$ cat src/rtl/keymat_pkg.sv
package keymat_pkg;
    typedef enum logic [1:0] {
        KS_IDLE,
        KS_DRIVE,
        KS_PAUSE,
        KS_COMMIT
    } kscan_state_t;
endpackage

$ cat src/rtl/keymat_seq.sv
module keymat_seq
    import keymat_pkg::*;
#(
    parameter int N_SRC   = 16,
    parameter int N_PHASE = 2
) (
    input  logic                     clk,
    input  logic                     rst_n,
    input  logic                     slot_go,
    input  logic                     step_tick,
    input  logic                     scan_en,
    output logic                     drive_act,
    output logic [$clog2(N_SRC)-1:0] src_sel,
    output logic                     sample_en,
    output logic                     commit
);
    localparam int PER_PH = N_SRC / N_PHASE;
    localparam int SRC_W  = $clog2(N_SRC);
    localparam int IDX_W  = (PER_PH > 1) ? $clog2(PER_PH) : 1;
    localparam int PH_W   = (N_PHASE > 1) ? $clog2(N_PHASE) : 1;
    localparam logic [IDX_W-1:0] LAST_IDX = IDX_W'(PER_PH - 1);
    localparam logic [PH_W-1:0]  LAST_PH  = PH_W'(N_PHASE - 1);

    kscan_state_t     state, nxt;
    logic [IDX_W-1:0] idx;
    logic [PH_W-1:0]  phase;

    always_ff @(posedge clk or negedge rst_n) begin
        if (!rst_n) state <= KS_IDLE;
        else        state <= nxt;
    end

    always_comb begin
        nxt = state;
        unique case (state)
            KS_IDLE:   if (slot_go && scan_en) nxt = KS_DRIVE;
            KS_DRIVE:  if (step_tick && idx == LAST_IDX)
                           nxt = (phase == LAST_PH) ? KS_COMMIT : KS_PAUSE;
            KS_PAUSE:  if (slot_go) nxt = scan_en ? KS_DRIVE : KS_IDLE;
            KS_COMMIT: nxt = KS_IDLE;
        endcase
    end

    always_ff @(posedge clk or negedge rst_n) begin
        if (!rst_n) begin
            idx   <= '0;
            phase <= '0;
        end else if (state == KS_IDLE) begin
            idx   <= '0;
            phase <= '0;
        end else if (state == KS_DRIVE && step_tick) begin
            if (idx == LAST_IDX) begin
                idx   <= '0;
                phase <= phase + 1'b1;
            end else begin
                idx <= idx + 1'b1;
            end
        end
    end

    always_comb begin
        drive_act = (state == KS_DRIVE);
        sample_en = (state == KS_DRIVE) && step_tick;
        commit    = (state == KS_COMMIT);
        src_sel   = SRC_W'(phase) * SRC_W'(PER_PH) + SRC_W'(idx);
    end
endmodule

$ cat src/rtl/keymat_srcdec.sv
module keymat_srcdec #(
    parameter int N_SRC = 16
) (
    input  logic                     drive_act,
    input  logic [$clog2(N_SRC)-1:0] src_sel,
    output logic [N_SRC-1:0]         src_drive
);
    localparam int SRC_W = $clog2(N_SRC);
    for (genvar g = 0; g < N_SRC; g++) begin : g_src
        assign src_drive[g] = drive_act && (src_sel == SRC_W'(g));
    end
endmodule

$ cat src/rtl/keymat_store.sv
module keymat_store #(
    parameter int N_SRC = 16,
    parameter int N_RET = 2
) (
    input  logic                     clk,
    input  logic                     rst_n,
    input  logic                     sample_en,
    input  logic [$clog2(N_SRC)-1:0] src_sel,
    input  logic [N_RET-1:0]         key_ret,
    input  logic                     commit,
    output logic [N_SRC*N_RET-1:0]   key_word
);
    localparam int SRC_W = $clog2(N_SRC);
    localparam int KEY_W = N_SRC * N_RET;

    logic [KEY_W-1:0] shadow;

    for (genvar g = 0; g < N_SRC; g++) begin : g_cell
        always_ff @(posedge clk or negedge rst_n) begin
            if (!rst_n)
                shadow[g*N_RET +: N_RET] <= '0;
            else if (sample_en && src_sel == SRC_W'(g))
                shadow[g*N_RET +: N_RET] <= key_ret;
        end
    end

    always_ff @(posedge clk or negedge rst_n) begin
        if (!rst_n)      key_word <= '0;
        else if (commit) key_word <= shadow;
    end
endmodule

$ cat src/rtl/keymat_scanner.sv
module keymat_scanner #(
    parameter int N_SRC   = 16,
    parameter int N_RET   = 2,
    parameter int N_PHASE = 2
) (
    input  logic                     clk,
    input  logic                     rst_n,
    input  logic                     slot_go,
    input  logic                     step_tick,
    input  logic                     scan_en,
    input  logic [N_RET-1:0]         key_ret,
    output logic [N_SRC-1:0]         src_drive,
    output logic [N_SRC*N_RET-1:0]   key_word
);
    localparam int SRC_W = $clog2(N_SRC);

    logic             drive_act;
    logic [SRC_W-1:0] src_sel;
    logic             sample_en;
    logic             commit_pulse;

    keymat_seq #(.N_SRC(N_SRC), .N_PHASE(N_PHASE)) u_seq (
        .clk(clk), .rst_n(rst_n), .slot_go(slot_go), .step_tick(step_tick),
        .scan_en(scan_en), .drive_act(drive_act), .src_sel(src_sel),
        .sample_en(sample_en), .commit(commit_pulse)
    );

    keymat_srcdec #(.N_SRC(N_SRC)) u_dec (
        .drive_act(drive_act), .src_sel(src_sel), .src_drive(src_drive)
    );

    keymat_store #(.N_SRC(N_SRC), .N_RET(N_RET)) u_store (
        .clk(clk), .rst_n(rst_n), .sample_en(sample_en), .src_sel(src_sel),
        .key_ret(key_ret), .commit(commit_pulse), .key_word(key_word)
    );
endmodule

$ cat config.mk
export PLATFORM = sky130hd
export DESIGN_NAME = keymat_scanner
export DESIGN_NICKNAME = d
export VERILOG_FILES = /design/src/rtl/keymat_pkg.sv /design/src/rtl/keymat_seq.sv /design/src/rtl/keymat_srcdec.sv /design/src/rtl/keymat_store.sv /design/src/rtl/keymat_scanner.sv
export SDC_FILE = /design/constraint.sdc
export NUM_CORES = 1
export LEC_CHECK = 0
export BUFFER_PORTS_ARGS = -buffer_cell sky130_fd_sc_hd__buf_2
export CAP_MARGIN = 15
export CORE_MARGIN = 3
export CORE_UTILIZATION = 30
export DETAILED_ROUTE_END_ITERATION = 6
export SLEW_MARGIN = 15
export SYNTH_ARGS = -nofsm -noshare
export SYNTH_HDL_FRONTEND = slang
export SYNTH_SLANG_ARGS = --single-unit
export TNS_END_PERCENT = 1
$ cat constraint.sdc
create_clock -name clk -period 4.6 [get_ports clk]
set_clock_uncertainty 0.1 [all_clocks]
set_input_delay 1.15 -clock clk [delete_from_list [all_inputs] [get_ports clk]]
set_output_delay 1.15 -clock clk [all_outputs]
set_load 0.01 [all_outputs]
Yosys cells after proc, flatten, opt, wreduce, memory -nomap -nowiden
Cells that the tools add are included.
- register bits: 70
- output and inout port bits: 48
- word-level logic and storage cells: 98
- add/subtract/negate cells: 3
- equal/unequal tests: 22
- mux-type cells: 12
- reduce and logical (&&, ||, !) cells: 41
- operators by type and width (kind ; number):
    $logic_and 1x1->1 ; 35
    $eq 4x4->1 const B ; 8
    $eq 4x3->1 const B ; 4
    $mux 3 ; 3
    $eq 4x2->1 const B ; 2
    $pmux 2 s4 ; 1
    $mux 2 ; 3
    $mux 1 ; 5
    $add 4x3->4 ; 1
    $eq 2x2->1 const B ; 2
    $eq 4x1->1 const B ; 1
    $logic_not 4->1 ; 1
    $ne 2x2->1 const B ; 2
    $reduce_bool 2->1 ; 2
    $add 3x1->3 const B ; 1
    $eq 3x3->1 const B ; 1
    $reduce_and 3->1 ; 1
    $eq 2x1->1 const B ; 1
    $logic_not 2->1 ; 1
    $ne 2x1->1 const B ; 1
    $reduce_and 2->1 ; 1
    $add 1x1->1 const B ; 1

Depth between registers and ports, before layout
- word-level depth: 4
- gate-level depth with buffers: 5
- mapped depth without buffers: 5

Modules after synthesis
Synthesis repeated with hierarchy kept, for this count alone.
- cells, all modules: 217
- area total of the unflattened synthesis: 2996.6 µm²
- modules (own cells, without submodules) (module ; instances ; cells an instance ; area an instance (µm²) ; sequential area each (µm²)):
    keymat_store ; 1 ; 159 ; 2513.7 ; 1601.5
    keymat_seq ; 1 ; 35 ; 365.4 ; 150.1
    keymat_srcdec ; 1 ; 23 ; 117.6 ; 0.0

Worst setup path before layout
No wires, ideal clock.
- path kind: reg2out
- start: reg u_seq.idx[0]
- end: out src_drive[0]
- arrival time: 1075 ps
- data required time: 3350 ps
- setup slack: 2275 ps
- cell stages (with the launch flop): 5
- path buffers: 0
- cells stage by stage: dfrtp_1 inv_1 ha_1 nand3b_2 nor3_1
- longest elaborated chain between the ends: 3
- ends and longest elaborated chain (element ; line ; text):
    start, declared ; keymat_seq.sv:25 ; logic [IDX_W-1:0] idx;
    start signal, assigned ; keymat_seq.sv:56 ; idx <= idx + 1'b1;
    $add 4x3->4 ; keymat_seq.sv:65 ; src_sel = SRC_W'(phase) * SRC_W'(PER_PH) + SRC_W'(idx);
    $logic_not 4->1 ; keymat_srcdec.sv:10 ; assign src_drive[g] = drive_act && (src_sel == SRC_W'(g));
    $logic_and 1x1->1 ; keymat_srcdec.sv:10 ;
    end, declared ; keymat_scanner.sv:12 ; output logic [N_SRC-1:0] src_drive,
Every way passes these cells.

Final worst setup path
- start: reg u_seq.state[0]
- end: out src_drive[1]
- longest elaborated chain between the ends: 2
- ends and longest elaborated chain (element ; line ; text):
    start, declared ; keymat_seq.sv:24 ; kscan_state_t state, nxt;
    start signal, assigned ; keymat_seq.sv:30 ; else state <= nxt;
    $eq 2x1->1 ; keymat_seq.sv:62 ; drive_act = (state == KS_DRIVE);
    $logic_and 1x1->1 ; keymat_srcdec.sv:10 ;
Every way passes these cells.

==> results.tsv <==
metric	value	unit
status	finished, final reports clean	
CTS resizes	0	
GRT overflow	0	
Sw Ratio	30.3	%
Die Ht	106	um
Synth Area per Inst	13.8	um^2
synth warn	0	
Final min period	2.96	ns
leakage	1.84	nW
diode count	0	
Mapped Nets	232	
final worst setup slack	1.64	ns
cell area after synthesis	0.00303	mm^2
Worst slew margin	41.4	%
Post-Route WL	5.96	mm
Tcrit/Tclk final	64.3	%
CP Capture Type	output port	
number of I/O pins	55	
power per cell area	559	mW/mm^2
commonest non-fill, non-tap cell in the layout	dfrtp_1	
most frequent cells in the layout	70 x dfrtp_1, 60 x mux2_2, 54 x buf_2	
Place WS	2.02	ns
Via-to-Cell Ratio	4.47	
Post-CTS Hold Buffers	0	
Pwr Total	0.00201	W
Clk Tree Root Cell	clkbuf_8	
Seq/Total Area, Yosys	57.9	%
Initial DRC Count	69	
antenna-violating nets left	0	
Fmax	338	MHz
sequential power share	47.3	%
final number of hold-violating endpoints	0	
clock slew at reported path FFs	0.08	ns
Psw	0.000607	W
clk buf depth	2	
Vias	1845	
die area	0.0113	mm^2
Num CTS Buffers	9	
antenna violations before repair	0	
hold_sp	u_store.key_word[3]	
RSZ-0062 raised after global routing	no	
chip width	106	um
TritonCTS Sinks	70	
worst r2r src	u_seq.state[0]	
final max-slew violation count	0	
row cnt	36	
post-synthesis register bit count	70	
final setup fails	0	
Clk pwr share	26.9	%
Placed Cells	397	
H-tree lvl count	3	
startpoint type of the worst setup path	flop	
DRC violations left	0	
VDD IR-drop max	0.159	mV
clk_lat worst skew	0.35	ns
number of cells produced by synthesis	220	
slowest stage delay, CP	0.69	ns
Hold Crit Class	reg -> reg	
largest net degree at the start of global routing	71	
Netlist cell types	26	
Initial Utilization	31.0	%
worst-path cell chain	nand3b_2, nor3_1, buf_2	
combinational share of power	25.9	%
setup_tns	0	ns
area grow syn2layout	18.5	%
Detailed Routing Iterations Pass 1	4	
worst-margin pin slew	0.880	ns
WHS	0.383	ns
worst-path maximum fanout	14	
core area	0.00977	mm^2
Synth area leader	dfrtp_1	
first-pass GRT wire length	9.88	mm
GPL Wtd Cong	0.710	
layout cell share with drive strength beyond 1	49.3	%
CTS tree	built	
DPL Wire Length	4.04	mm
total of max-cap violations	0	
Worst setup startpoint	u_seq.state[0]	
WS Path Type	reg -> out	
Post CTS Setup Buffer Count	0	
nets	287	
share of the synthesized area in the top cell type	57.9	%
data required time of the worst path	3.35	ns
Port Buffer Count	54	
vias in the first global route	1881	
critical path's slowest cell	dfrtp_1	
DR WL/cell	14.4	um
top cells by area, synth	dfrtp_1 58%, mux2_2 22%, nor2_1 3.2%	
final std cells w/o fill	413	
CP Data Arrival Time	1.71	ns
All-Layer GR Usage	11.4	%
Pint	0.00140	W
## critical path, delay by kind of cell, from the launching register on
kind	cells	cell delay, ns
flops	1	0.69
simple gates	2	0.51
buf+inv	1	0.16
## flip-flops by register name (all words and copies together), names as in the netlist
name	count
u_seq.phase	1
u_seq.idx	3
u_store.key_word	32
u_store.shadow	32
u_seq.state	2
## per-layer routing
layer	GRT usage [%]	vias to the layer above	routed length (um)
met4	5.21	0	117
met5	0	-	0
li1	-	871	-
met2	18.3	42	2880
met1	14.1	922	2610
met3	3.40	10	344
## cell usage after synthesis, drive strengths merged
master / n
nor2: 26
nand2b: 6
nand3: 3
nor3b: 2
a31o: 1
o22ai: 1
inv: 3
o311ai: 1
nand2: 11
dfrtp: 70
ha: 5
nand3b: 7
o21ai: 3
mux2: 64
o211ai: 1
nor3: 4
buf: 8
clkbuf: 3
a22o: 1
## through the flow
step	area (um^2)	utilization, %
after floorplan	3030	-
after global placement	3370	34.5
after detailed placement	3370	34.5
after CTS	3590	36.7
after global routing	3590	36.7
final	3590	36.7
## kinds of logic after synthesis
family / share of synthesized area [%]
AND/OR/NAND/NOR: 10.9
buffers and inverters: 3.60
flip-flops: 57.9
AO/OA/AOI/OAI: 1.82
adder cells (fa/ha/maj): 2.07
multiplexers: 23.8
## power by group through the flow
stage	clock network [W]	registers (W)	logic, W
2_1_floorplan	0	0.000949	0.000361
3_3_place_gp	0	0.000958	0.000512
3_5_place_dp	0	0.000968	0.000530
4_1_cts	0.000550	0.000955	0.000531
5_1_grt	0.000578	0.000983	0.000582
6_report	0.000539	0.000948	0.000519
## path summary, 6_finish.rpt
check | end | slack [ns] | depth (start not counted)
setup / recovery | src_drive[1] | 1.64 | 3
hold / removal | u_store.key_word[3] | 0.38 | 1
setup reg to reg | u_store.shadow[18] | 2.68 | 3
hold reg to reg | u_store.key_word[3] | 0.38 | 1
max in group asynchronous | u_seq.state[1] | 2.93 | 2
min in group asynchronous | u_store.key_word[26] | 0.90 | 2
## layout make-up
type / count / area [um^2]
well taps: 133 / 166
fillers: 957 / 6190
repair buffers: 55 / 278
flip-flops and latches: 70 / 1750
clock inverters: 6 / 86.3
multi-input cells: 136 / 1170
inverters: 3 / 11.3
clock buffers: 10 / 128
Power figures use the tool's default switching activity.
